File: src/rtl/csdma_pkg.sv
package csdma_pkg;

    // Sequencer states: idle, waiting for grant, word cycle, bus-return gap
    typedef enum logic [1:0] {
        ST_IDLE = 2'd0,
        ST_REQ  = 2'd1,
        ST_XFER = 2'd2,
        ST_GAP  = 2'd3
    } seq_state_e;

    // Register offsets
    localparam logic [2:0] REG_CTRL  = 3'd0;
    localparam logic [2:0] REG_DEV   = 3'd1;
    localparam logic [2:0] REG_MADDR = 3'd2;
    localparam logic [2:0] REG_COUNT = 3'd3;
    localparam logic [2:0] REG_STAT  = 3'd4;

    // Bit positions
    localparam int CTRL_GO_BIT   = 0;
    localparam int CTRL_DIR_BIT  = 1;
    localparam int STAT_BUSY_BIT = 0;
    localparam int STAT_DONE_BIT = 1;

endpackage

File: src/rtl/csdma_seq.sv
module csdma_seq
    import csdma_pkg::*;
#(
    parameter int DW = 16,
    parameter int AW = 16,
    parameter int CW = 16
) (
    input  logic          clk,
    input  logic          rst_n,
    input  logic          go_i,
    input  logic          ld_addr_i,
    input  logic          ld_cnt_i,
    input  logic [DW-1:0] wdata_i,
    input  logic          gnt_i,
    output logic          busy_o,
    output logic          fin_o,
    output logic          req_o,
    output logic          xfer_o,
    output logic [AW-1:0] addr_o,
    output logic [CW-1:0] cnt_o
);

    typedef struct packed {
        seq_state_e    st;
        logic [AW-1:0] addr;
        logic [CW-1:0] cnt;
    } seq_reg_t;

    seq_reg_t seq_d, seq_q;
    logic     fin_d;

    always_comb begin
        seq_d = seq_q;
        fin_d = 1'b0;
        unique case (seq_q.st)
            ST_IDLE: begin
                if (ld_addr_i) seq_d.addr = wdata_i[AW-1:0];
                if (ld_cnt_i)  seq_d.cnt  = wdata_i[CW-1:0];
                if (go_i) begin
                    if (seq_q.cnt == '0) fin_d = 1'b1;
                    else                 seq_d.st = ST_REQ;
                end
            end
            ST_REQ: begin
                if (gnt_i) seq_d.st = ST_XFER;
            end
            ST_XFER: begin
                seq_d.addr = seq_q.addr + AW'(1);
                seq_d.cnt  = seq_q.cnt - CW'(1);
                seq_d.st   = ST_GAP;
            end
            ST_GAP: begin
                if (seq_q.cnt == '0) begin
                    fin_d    = 1'b1;
                    seq_d.st = ST_IDLE;
                end else begin
                    seq_d.st = ST_REQ;
                end
            end
            default: seq_d.st = ST_IDLE;
        endcase
    end

    always_ff @(posedge clk or negedge rst_n) begin
        if (!rst_n) seq_q <= '{st: ST_IDLE, addr: '0, cnt: '0};
        else        seq_q <= seq_d;
    end

    assign busy_o = (seq_q.st != ST_IDLE);
    assign req_o  = (seq_q.st == ST_REQ) || (seq_q.st == ST_XFER);
    assign xfer_o = (seq_q.st == ST_XFER);
    assign fin_o  = fin_d;
    assign addr_o = seq_q.addr;
    assign cnt_o  = seq_q.cnt;

    // a word cycle follows a sampled request and grant
    p_xfer_after_gnt_r2: assert property (@(posedge clk) disable iff (!rst_n)
        xfer_o |-> ($past(gnt_i) && $past(req_o)));

    // request held while no grant is seen
    p_req_hold_r2: assert property (@(posedge clk) disable iff (!rst_n)
        (req_o && !xfer_o && !gnt_i) |=> (req_o && !xfer_o));

    // one word per grant, then the bus is released
    p_one_word_r3: assert property (@(posedge clk) disable iff (!rst_n)
        xfer_o |=> (!xfer_o && !req_o));

    // address steps up and count steps down after each word
    p_step_r4: assert property (@(posedge clk) disable iff (!rst_n)
        xfer_o |=> ((addr_o == $past(addr_o) + AW'(1)) && (cnt_o == $past(cnt_o) - CW'(1))));

    // completion only with an exhausted count
    p_fin_zero_r5: assert property (@(posedge clk) disable iff (!rst_n)
        fin_o |-> (cnt_o == '0));

    // pointers frozen while busy outside a word cycle
    p_hold_busy_r8: assert property (@(posedge clk) disable iff (!rst_n)
        (busy_o && !xfer_o) |=> ($stable(addr_o) && $stable(cnt_o)));

    // a zero-count go never raises the request
    p_zero_no_req_r9: assert property (@(posedge clk) disable iff (!rst_n)
        (go_i && (cnt_o == '0)) |=> !req_o);

endmodule

File: src/rtl/csdma_regs.sv
module csdma_regs
    import csdma_pkg::*;
#(
    parameter int DW  = 16,
    parameter int AW  = 16,
    parameter int CW  = 16,
    parameter int DVW = 8
) (
    input  logic           clk,
    input  logic           rst_n,
    input  logic           we_i,
    input  logic [2:0]     addr_i,
    input  logic [DVW-1:0] wlow_i,
    input  logic           busy_i,
    input  logic           fin_i,
    input  logic [AW-1:0]  maddr_i,
    input  logic [CW-1:0]  cnt_i,
    output logic           go_o,
    output logic           ld_addr_o,
    output logic           ld_cnt_o,
    output logic [DVW-1:0] dev_o,
    output logic           dir_o,
    output logic           irq_o,
    output logic [DW-1:0]  rdata_o
);

    typedef struct packed {
        logic [DVW-1:0] dev;
        logic           dir;
        logic           done;
    } cfg_reg_t;

    cfg_reg_t cfg_d, cfg_q;
    logic     wr_ctrl, wr_dev, wr_stat, clr_done;

    always_comb begin
        wr_ctrl   = we_i && (addr_i == REG_CTRL);
        wr_dev    = we_i && (addr_i == REG_DEV);
        wr_stat   = we_i && (addr_i == REG_STAT);
        go_o      = wr_ctrl && wlow_i[CTRL_GO_BIT] && !busy_i;
        ld_addr_o = we_i && (addr_i == REG_MADDR) && !busy_i;
        ld_cnt_o  = we_i && (addr_i == REG_COUNT) && !busy_i;
        clr_done  = wr_stat && wlow_i[STAT_DONE_BIT];

        cfg_d = cfg_q;
        if (wr_ctrl && !busy_i) cfg_d.dir = wlow_i[CTRL_DIR_BIT];
        if (wr_dev && !busy_i)  cfg_d.dev = wlow_i;
        // completion outranks a clear; a new start drops a stale flag
        if (fin_i)         cfg_d.done = 1'b1;
        else if (clr_done) cfg_d.done = 1'b0;
        else if (go_o)     cfg_d.done = 1'b0;
    end

    always_ff @(posedge clk or negedge rst_n) begin
        if (!rst_n) cfg_q <= '{dev: '0, dir: 1'b0, done: 1'b0};
        else        cfg_q <= cfg_d;
    end

    always_comb begin
        rdata_o = '0;
        unique case (addr_i)
            REG_CTRL:  rdata_o[CTRL_DIR_BIT] = cfg_q.dir;
            REG_DEV:   rdata_o = DW'(cfg_q.dev);
            REG_MADDR: rdata_o = DW'(maddr_i);
            REG_COUNT: rdata_o = DW'(cnt_i);
            REG_STAT: begin
                rdata_o[STAT_BUSY_BIT] = busy_i;
                rdata_o[STAT_DONE_BIT] = cfg_q.done;
            end
            default: rdata_o = '0;
        endcase
    end

    assign dev_o = cfg_q.dev;
    assign dir_o = cfg_q.dir;
    assign irq_o = cfg_q.done;

    // completion raises the interrupt
    p_done_set_r5: assert property (@(posedge clk) disable iff (!rst_n)
        fin_i |=> irq_o);

    // interrupt held without clear or new start
    p_irq_hold_r6: assert property (@(posedge clk) disable iff (!rst_n)
        (irq_o && !clr_done && !go_o) |=> irq_o);

    // configuration frozen while busy
    p_cfg_freeze_r8: assert property (@(posedge clk) disable iff (!rst_n)
        busy_i |=> ($stable(dev_o) && $stable(dir_o)));

    // completion wins over a simultaneous clear
    p_fin_beats_clr_r10: assert property (@(posedge clk) disable iff (!rst_n)
        (fin_i && clr_done) |=> irq_o);

endmodule

File: src/rtl/csdma_ctrl.sv
module csdma_ctrl
    import csdma_pkg::*;
#(
    parameter int DW  = 16,  // register data width
    parameter int AW  = 16,  // memory address width, at most DW
    parameter int CW  = 16,  // word count width, at most DW
    parameter int DVW = 8    // device number width, 2..DW
) (
    input  logic           clk,
    input  logic           rst_n,
    input  logic           cfg_we,
    input  logic [2:0]     cfg_addr,
    input  logic [DW-1:0]  cfg_wdata,
    output logic [DW-1:0]  cfg_rdata,
    output logic           bus_req,
    input  logic           bus_gnt,
    output logic           bus_xfer,
    output logic [AW-1:0]  bus_mem_addr,
    output logic [DVW-1:0] bus_dev_addr,
    output logic           bus_mem_to_dev,
    output logic           irq
);

    logic          go, ld_addr, ld_cnt, busy, fin;
    logic [AW-1:0] maddr;
    logic [CW-1:0] cnt;

    csdma_regs #(.DW(DW), .AW(AW), .CW(CW), .DVW(DVW)) u_regs (
        .clk       (clk),
        .rst_n     (rst_n),
        .we_i      (cfg_we),
        .addr_i    (cfg_addr),
        .wlow_i    (cfg_wdata[DVW-1:0]),
        .busy_i    (busy),
        .fin_i     (fin),
        .maddr_i   (maddr),
        .cnt_i     (cnt),
        .go_o      (go),
        .ld_addr_o (ld_addr),
        .ld_cnt_o  (ld_cnt),
        .dev_o     (bus_dev_addr),
        .dir_o     (bus_mem_to_dev),
        .irq_o     (irq),
        .rdata_o   (cfg_rdata)
    );

    csdma_seq #(.DW(DW), .AW(AW), .CW(CW)) u_seq (
        .clk       (clk),
        .rst_n     (rst_n),
        .go_i      (go),
        .ld_addr_i (ld_addr),
        .ld_cnt_i  (ld_cnt),
        .wdata_i   (cfg_wdata),
        .gnt_i     (bus_gnt),
        .busy_o    (busy),
        .fin_o     (fin),
        .req_o     (bus_req),
        .xfer_o    (bus_xfer),
        .addr_o    (maddr),
        .cnt_o     (cnt)
    );

    assign bus_mem_addr = maddr;

    // device number and direction steady across a word cycle
    p_bus_fields_r12: assert property (@(posedge clk) disable iff (!rst_n)
        bus_xfer |-> ($stable(bus_dev_addr) && $stable(bus_mem_to_dev)));

endmodule

File: config.mk
export PLATFORM = sky130hd
export DESIGN_NAME = csdma_ctrl
export DESIGN_NICKNAME = d
export VERILOG_FILES = /design/src/rtl/csdma_pkg.sv /design/src/rtl/csdma_seq.sv /design/src/rtl/csdma_regs.sv /design/src/rtl/csdma_ctrl.sv
export SDC_FILE = /design/constraint.sdc
export NUM_CORES = 1
export LEC_CHECK = 0
export BUFFER_PORTS_ARGS = -buffer_cell sky130_fd_sc_hd__buf_2
export CAP_MARGIN = 20
export CORE_UTILIZATION = 58
export CTS_BUF_LIST = sky130_fd_sc_hd__clkbuf_4 sky130_fd_sc_hd__clkbuf_8 sky130_fd_sc_hd__clkbuf_16
export DETAILED_ROUTE_END_ITERATION = 12
export GPL_TIMING_DRIVEN = 0
export PLACE_DENSITY = 0.87
export SYNTH_ARGS = -nofsm -noshare
export SYNTH_HDL_FRONTEND = slang
export SYNTH_SLANG_ARGS = --single-unit
File: constraint.sdc
create_clock -name clk -period 3.95 [get_ports clk]
set_clock_uncertainty 0.05 [all_clocks]
set_input_delay 0.1975 -clock clk [delete_from_list [all_inputs] [get_ports clk]]
set_output_delay 0.1975 -clock clk [all_outputs]
set_load 0.02 [all_outputs]
* After elaboration in Yosys (flattened, before gate mapping)
Cells that the tools add are included.
** Storage, ports and cells
- Register bits :: 44
** Operators by class
- $add $sub $neg :: 2
- Equality and inequality tests :: 12
- Mux-type cells :: 17
- Reductions and logical operators :: 23
** Operators by type and width (number)
- 32-bit case mux with 2 select lines :: 1
- 14-bit case mux with 3 select lines :: 1
- 16-bit two-way mux :: 2
- 16-bit by 1-bit adder with 16-bit output (second input constant) :: 1
- 16-bit logical NOT :: 1
- 16-bit by 1-bit subtractor with 16-bit output (second input constant) :: 1
- 1-bit logical AND :: 12
- 2-bit inequality test (second input constant) :: 5
- 2-bit case mux with 4 select lines :: 1
- 3-bit by 2-bit equality test with 1-bit output (second input constant) :: 2
- 1-bit two-way mux :: 6
- 2-bit two-way mux :: 3
- 1-bit case mux with 5 select lines :: 1
- 2-bit equality test (second input constant) :: 2
- 1-bit case mux with 4 select lines :: 1
- 2-bit AND reduction :: 2
- 2-bit nonzero test :: 2
- 3-bit by 1-bit equality test with 1-bit output (second input constant) :: 1
- 3-bit equality test (second input constant) :: 1
- 3-bit logical NOT :: 1
- 3-bit AND reduction :: 1
- 3-bit nonzero test :: 1
- 2-bit by 1-bit equality test with 1-bit output (second input constant) :: 1
- 2-bit logical NOT :: 1
- other kinds (3) :: 3

* Logic depth before layout (Yosys ltp)
Gate-level depths: netlist of run 1.
- Word-level depth :: 7
- Mapped depth :: 9
- Mapped depth without buffers :: 6

* Cells and area by module
A second synthesis of run 1 with hierarchy kept.
** Unflattened totals
- Cell total of the unflattened synthesis :: 384
- Area, all modules :: 3338.2 µm²
** By module, submodules not included
- csdma_seq :: times used 1, cells an instance 299, area each 2519.9 µm², seq. area each 850.8 µm²
- csdma_regs :: times used 1, cells an instance 85, area each 818.3 µm², seq. area each 250.2 µm²

* Least setup slack after synthesis of run 1
No wires, ideal clock.
- Path kind :: register -> register
- From :: register u_seq.seq_q[32] (netlist bit)
- To :: register u_seq.seq_q, in the netlist u_seq.cnt_o[11]
- Setup time :: 0.142 ns
- Data arrival time :: 1.887 ns
- Path slack :: 1.871 ns
- Cell stages (with the launch flop) :: 9
- Path buffers :: 3
- Period minus slack after synthesis :: 2.079 ns
- Cells stage by stage :: dfrtp_1 -> inv_1 -> ha_1 -> clkbuf_1 -> inv_1 -> o32a_1 -> buf_2 -> clkbuf_1 -> o221ai_1
** RTL lines
- from (decl) :: line csdma_seq.sv:29 : seq_reg_t seq_d, seq_q;
- from (signal assigned) :: line csdma_seq.sv:65 : if (!rst_n) seq_q <= '{st: ST_IDLE, addr: '0, cnt: '0};
- from (signal assigned) :: line csdma_seq.sv:66 : else seq_q <= seq_d;
- 2-bit equality test *
- via bus_xfer :: line csdma_ctrl.sv:17 : output logic bus_xfer,
- 2-bit nonzero test (no line)
- 2-bit AND reduction (no line)
Mark *: on every way through the listed nets, which the timed path passes. The rest lies on a longest branch.
A chain may end at the register's enable or synchronous reset.

* Worst setup path in the final report of run 1
- From :: register u_seq.seq_q[32] (netlist bit)
- To :: register u_seq.seq_q, in the netlist u_seq.cnt_o[9]
** On the way
- Longest elaborated chain between the ends :: 5
** Ends and longest elaborated chain
- 2-bit nonzero test :: line csdma_seq.sv:69 : assign busy_o = (seq_q.st != ST_IDLE);
- 1-bit logical NOT :: line csdma_regs.sv:42 : ld_cnt_o = we_i && (addr_i == REG_COUNT) && !busy_i;
- 1-bit logical AND :: line csdma_regs.sv:42
- 2-bit inequality test (no line)
- 2-bit AND reduction (no line)
Parallel ways exist; a longest one is shown, timed or not.

==> metrics.md, run 1 <==
| Metric | Value |
|---|---|
| Starting DRT DRC Count | `412` |
| Row cnt | `26` |
| Aggregate global routing overflow | `0` |
| Worst EP required | `4060 ps` |
| Die Y | `76.2 um` |
| Die Wd | `76.2 um` |
| Critical Path Start | `u_seq.seq_q[32]$_DFFE_PN0P_` |
| Nets | `466` |
| Max-cap check violation count | `0` |
| H-tree depth | `2` |
| Hold WC Path Type | `input port to flop` |
| Largest net degree at the start of global routing | `45` |
| Fin Setup TNS | `0 ps` |
| Mapped Area | `0.00319 mm2` |
| Syn nets | `391` |
| R2R depth | `8` |
| Reg clk slew, reported paths | `90 ps` |
| Max-Slew Margin vs Limit | `33.0%` |
| Io pins | `67` |
| Share of layout cells above drive strength 1 | `28.4%` |
| Post-DP HPWL | `6670 um` |
| Final wirelength | `9520 um` |
| Metal3 WL | `948 um` |
| Drt wl/cell | `18.8 um` |
| Worst R2R Start | `u_seq.seq_q[32]$_DFFE_PN0P_` |
| Leak | `1.65 nW` |
| Post-CTS resize count | `0` |
| Mapped Cells | `361` |
| Clock power share | `9.7%` |
| Final instance area | `0.00373 mm2` |
| Final setup vio count | `0` |
| Max clock buf depth | `2` |
| Clock root buffer | `clkbuf_8` |
| Placed cell areas | `0.00361 mm2` |
| Net Sw Frac | `50.4%` |
| Final GP Congestion | `0.924` |
| Vias in the first global route | `3019` |
| IO Port Bufs | `66` |
| Starting density of the core | `61.3%` |
| Reg power frac | `31.9%` |
| Total iterations of the first detailed-routing run | `5` |
| EDFF count, synth | `0` |
| CP Capture Type | `flop` |
| WL met2 | `4480 um` |
| Crit path DAT | `2800 ps` |
| Tot GR Track Use | `33.1%` |
| Hold path cells | `2` |
| Die area | `0.00581 mm2` |
| Number of remaining DRC errors | `0` |
| Pwr/cell area | `838 mW/mm2` |
| Worst setup SP type | `flop` |
| VDD IR max | `0.479 mV` |
| Dominant synthesized flop cell | `dfrtp_1` |
| Comb pwr share | `58.4%` |
| Routed length on met1 | `3810 um` |
| Switching pwr | `1.58 mW` |
| Top layer in use | `met4` |
| Seq/Total Area, Yosys | `34.5%` |
| Worst-Skew Late Latency | `310 ps` |
| Final Slew Violations | `0` |
| Post-synthesis async set-or-reset flop share | `100%` |
| Clock Sinks | `44` |
| Worst Min Path Start | `cfg_wdata[3]` |
| Count leader, synth | `dfrtp_1` |
| Core ar. | `0.00520 mm2` |
| Worst setup path category | `flop to flop` |
| Pint | `1.55 mW` |
| Crit path time final | `2700 ps` |
| Crit-path max FO | `10` |
| DR vias/cell | `6.63` |
| TritonCTS clock tree | `yes` |
| Area added between synthesis and finish | `16.9%` |
| Distinct cells, synth | `58` |
| Antenna violations before repair | `0` |
| RSZ-0062 raised after global routing | `false` |
| Fmax | `371 MHz` |
| Synth area leaders | `dfrtp_1 34%, mux2_2 5.6%, nor2_1 4.9%` |
| Final hold viol count | `0` |
| Hold_ws | `86.2 ps` |
| Num CTS Buffers | `5` |
| Post-synth top area share | `34.5%` |
| Tcrit/Tclk final | `68.3%` |
| Status | `finished clean` |
| Synthesized flop and latch total | `44` |
| Synth cell count leaders | `44 x dfrtp_1, 42 x nor2_1, 23 x nand2_1, 21 x a21oi_1, 18 x clkbuf_1` |
| Setup repair bufs after CTS | `0` |
| Diodes inserted | `0` |
| Area leader, netlist | `dfrtp_1` |
| Ys Warns | `0` |
| ANT nets after route | `0` |
| Via count | `3361` |
| Worst Tran Pin Value | `996 ps` |
| First-pass GRT wire length | `15100 um` |
| Syn Area/Cell | `8.85 um2` |
==> path summary, 6_finish.rpt <==
| path | slack [ps] | endpoint |
|---|---|---|
| setup / recovery | 1250 | u_seq.cnt_o[9]$_DFFE_PN0P_ |
| hold / removal | 90 | u_regs.dev_o[3]$_DFFE_PN0P_ |
| setup reg to reg | 1250 | u_seq.cnt_o[9]$_DFFE_PN0P_ |
| hold reg to reg | 490 | u_regs.dev_o[5]$_DFFE_PN0P_ |
| max in group asynchronous | 3260 | u_seq.cnt_o[14]$_DFFE_PN0P_ |
| min in group asynchronous | 170 | u_seq.addr_o[10]$_DFFE_PN0P_ |
==> power groups by stage <==
stage / sequential (mW) / combinational, mW / clock [mW]
floorplan: 0.954 / 1.28 / 0
global placement: 0.971 / 1.73 / 0
detailed placement: 0.988 / 1.78 / 0
CTS: 0.981 / 1.79 / 0.305
global route: 1.03 / 1.97 / 0.320
finish: 0.998 / 1.83 / 0.302
==> sequential cells by signal, summed over array words and instances (netlist names) <==
signal / cells
u_regs.irq_o: 1
u_seq.seq_q: 2
u_regs.dev_o: 8
u_seq.addr_o: 16
u_regs.dir_o: 1
u_seq.cnt_o: 16
==> critical path: stages (launching register included) <==
cell and delay [ps]:
dfrtp_1 440, inv_1 90, ha_1 210, clkbuf_1 200, inv_1 290, o32a_1 330, buf_2 280, clkbuf_1 450
o211ai_1 200
==> final cells by class <==
class	count	area, um2
buffer	41	228
clock buffer	6	76.3
clock inverter	2	16.3
fill	420	1470
inverter	10	37.5
multi-input combinational	266	1830
sequential	44	1100
tap	70	87.6
timing repair buffer	68	360
==> cell usage in the layout, fill, tap and decap left out, drive strengths merged, types with 4 or more instances in the layout <==
cell type and instances:
nor2b 5, buf 90, mux2i 10, nand4 6
a21oi 21, and3 5, o211ai 9, dfrtp 44
o21ai 10, nand3 12, nor4 5, a31oi 11
o22a 13, clkbuf 24, nor3 7, nand2 23
a21o 4, inv 10, a22oi 8, a41oi 6
mux2 16, ha 7, nor2 42
==> repair_timing <==
item,in CTS,in global routing
hold buffers,0,1
hold endpoints to repair,0,44
endpoints found under the setup margin,0,0
==> routing by layer <==
metal	vias up	global-route usage, %
li1	1507	-
met1	1575	43.9
met2	248	54.2
met3	31	5.27
met4	0	13.3
met5	-	0
==> metrics by stage <==
| step | std cells | total power, mW | utilization, % | setup slack (ps) |
|---|---|---|---|---|
| after floorplan | 361 | 2.23 | - | 1870 |
| after global placement | 497 | 2.70 | 69.4 | 1480 |
| after detailed placement | 497 | 2.76 | 69.4 | 1410 |
| after CTS | 505 | 3.07 | 71.2 | 1390 |
| after global routing | 507 | 3.32 | 71.7 | 1200 |
| final | 507 | 3.13 | 71.7 | 1250 |
==> logic make-up after synthesis <==
group	Yosys count	synth area share (%)
compound gates	114	25.9
fa+ha+maj	7	2.74
buf+inv	51	8.31
flops	44	34.5
mux	27	9.48
simple gates	118	19.1
Power figures use the tool's default switching activity.
==> run 2, diff against run 1 <==
- CORE_UTILIZATION: 58 -> 55
- PLACE_DENSITY: 0.87 -> 0.83
- clock period: 3.95 -> 2.7 ns (I/O delays scaled with it)
==> metrics.md, run 2 (synthesis gave the netlist of run 1 again) <==
| Metric | Value |
|---|---|
| Diodes inserted | `0` |
| IO Port Bufs | `66` |
| Crit-path cells | `inv_1, ha_1, clkbuf_1, clkbuf_1, buf_1, o31ai_1, a21oi_1, a21oi_1` |
| Worst reg2reg path endpoint | `u_seq.addr_o[11]$_DFFE_PN0P_` |
| Total iterations of the first detailed-routing run | `8` |
| Most frequent cells in the layout | `71 x buf_2, 44 x dfrtp_1, 42 x nor2_1` |
| Setup repair bufs after CTS | `0` |
| Worst Tran Pin Value | `918 ps` |
| Die Y | `78.2 um` |
| Placed cell areas | `0.00361 mm2` |
| Final hold viol count | `0` |
| Max clock buf depth | `2` |
| R2R depth | `8` |
| Crit path largest cell delay | `490 ps` |
| Tcrit/Tclk final | `94.9%` |
| Tot GR Track Use | `31.0%` |
| Status | `finished clean` |
| FF-to-FF setup slack | `140 ps` |
| Starting density of the core | `57.6%` |
| Crit path DAT | `2700 ps` |
| Critical-path top delay cell | `buf_1` |
| Antenna violations before repair | `0` |
| Post-DP HPWL | `6690 um` |
| Final Slew Violations | `0` |
| Clock Sinks | `44` |
| CP Capture Type | `flop` |
| Hold WC Path Type | `input port to flop` |
| Final wirelength | `9340 um` |
| H-tree depth | `2` |
| Die Wd | `78.2 um` |
| Worst Min Path Start | `cfg_wdata[7]` |
| Worst-Skew Late Latency | `310 ps` |
| Fmax | `390 MHz` |
| Core ar. | `0.00554 mm2` |
| Area added between synthesis and finish | `17.3%` |
| Fill count | `486` |
| Commonest non-fill, non-tap cell in the layout | `buf_2` |
| Via count | `3310` |
| Hold path cells | `2` |
| Crit-path max FO | `10` |
| Final setup vio count | `0` |
| VDD IR max | `0.684 mV` |
| Max-Slew Margin vs Limit | `38.3%` |
| Io pins | `67` |
| Crit path time final | `2560 ps` |
| First-pass GRT wire length | `14500 um` |
| Worst setup path category | `flop to flop` |
| Worst R2R Start | `u_seq.seq_q[32]$_DFFE_PN0P_` |
| Final GP Congestion | `0.921` |
| Final instance area | `0.00374 mm2` |
| Largest net degree at the start of global routing | `45` |
| Hold Crit Endpoint | `u_regs.dev_o[7]$_DFFE_PN0P_` |
| Vias in the first global route | `2904` |
| Pwr/cell area | `1220 mW/mm2` |
| Pre-CTS WS | `175 ps` |
| Reg clk slew, reported paths | `90 ps` |
| Die area | `0.00611 mm2` |
| Share of layout cells above drive strength 1 | `29.1%` |
| Num CTS Buffers | `5` |
| TritonCTS clock tree | `yes` |
| Worst EP required | `2840 ps` |
| Worst setup SP type | `flop` |
| Starting DRT DRC Count | `272` |
| RSZ-0062 raised after global routing | `false` |
| Row cnt | `27` |
| ANT nets after route | `0` |
| Drt wl/cell | `18.3 um` |
| Leak | `1.66 nW` |
| Number of remaining DRC errors | `0` |
| Max-cap check violation count | `0` |
| Nets | `466` |
| DR vias/cell | `6.50` |
| Setup slack after layout | `138 ps` |
| Clock root buffer | `clkbuf_8` |
| Hold_ws | `28.9 ps` |
| Aggregate global routing overflow | `0` |
| Fin Setup TNS | `0 ps` |
run 2: area by class of cell:
| cell class | count | area (um2) | area share [%] |
|---|---|---|---|
| Multi-Input combinational cell | 266 | 1830 | 48.8 |
| Sequential cell | 44 | 1100 | 29.4 |
| Timing Repair Buffer | 68 | 360 | 9.62 |
| Buffer | 41 | 231 | 6.18 |
| Clock buffer | 7 | 90.1 | 2.41 |
| Tap cell | 72 | 90.1 | 2.41 |
| Inverter | 10 | 37.5 | 1.00 |
| Clock inverter | 1 | 7.51 | 0.200 |
run 2: critical path: cells and delay by family (launching register included):
family,cells,cell delay [ps]
compound gates,3,400
fa+ha+maj,1,180
buf+inv,4,1350
flops,1,440
run 2: stage by stage:
| step | total power [mW] | instances | utilization, % |
|---|---|---|---|
| 6_report | 4.56 | 509 | 67.6 |
| 5_1_grt | 4.87 | 509 | 67.6 |
| 4_1_cts | 4.51 | 508 | 67.2 |
| 3_5_place_dp | 4.04 | 499 | 65.2 |
| 3_3_place_gp | 3.96 | 499 | 65.2 |
| 2_1_floorplan | 3.26 | 361 | - |
run 2: worst max-delay path by stage:
stage / end / from / slack [ps]
5_1_grt: u_seq.addr_o[11]$_DFFE_PN0P_ / u_seq.seq_q[32]$_DFFE_PN0P_ / 30
6_report: u_seq.addr_o[11]$_DFFE_PN0P_ / u_seq.seq_q[32]$_DFFE_PN0P_ / 140
2_1_floorplan: u_seq.cnt_o[11]$_DFFE_PN0P_ / u_seq.seq_q[32]$_DFFE_PN0P_ / 620
3_3_place_gp: u_seq.cnt_o[11]$_DFFE_PN0P_ / u_seq.seq_q[32]$_DFFE_PN0P_ / 240
4_1_cts: u_seq.cnt_o[9]$_DFFE_PN0P_ / u_seq.seq_q[32]$_DFFE_PN0P_ / 150
3_5_place_dp: u_seq.cnt_o[9]$_DFFE_PN0P_ / u_seq.seq_q[32]$_DFFE_PN0P_ / 180
run 2: report_power, final:
group	leakage, nW	switching [mW]	internal, mW
logic	1.10	1.56	1.10
clock network	0.0479	0.245	0.218
registers	0.506	0.460	0.986
total	1.66	2.26	2.30
run 2: routing by layer:
layer  global-route usage [%]  up-vias  wire [um]
met4                     14.3        0        244
met1                     42.2     1575       3840
met3                     3.95       27        788
met5                        0        -          0
li1                         -     1503          -
met2                     49.2      205       4460
run 2: timing repair:
| action | 4_1_cts | 5_1_grt |
|---|---|---|
| hold endpoints to repair | 44 | 0 |
| hold buffers | 1 | 0 |
| setup endpoints to repair | 0 | 14 |
| resized for setup | 0 | 6 |
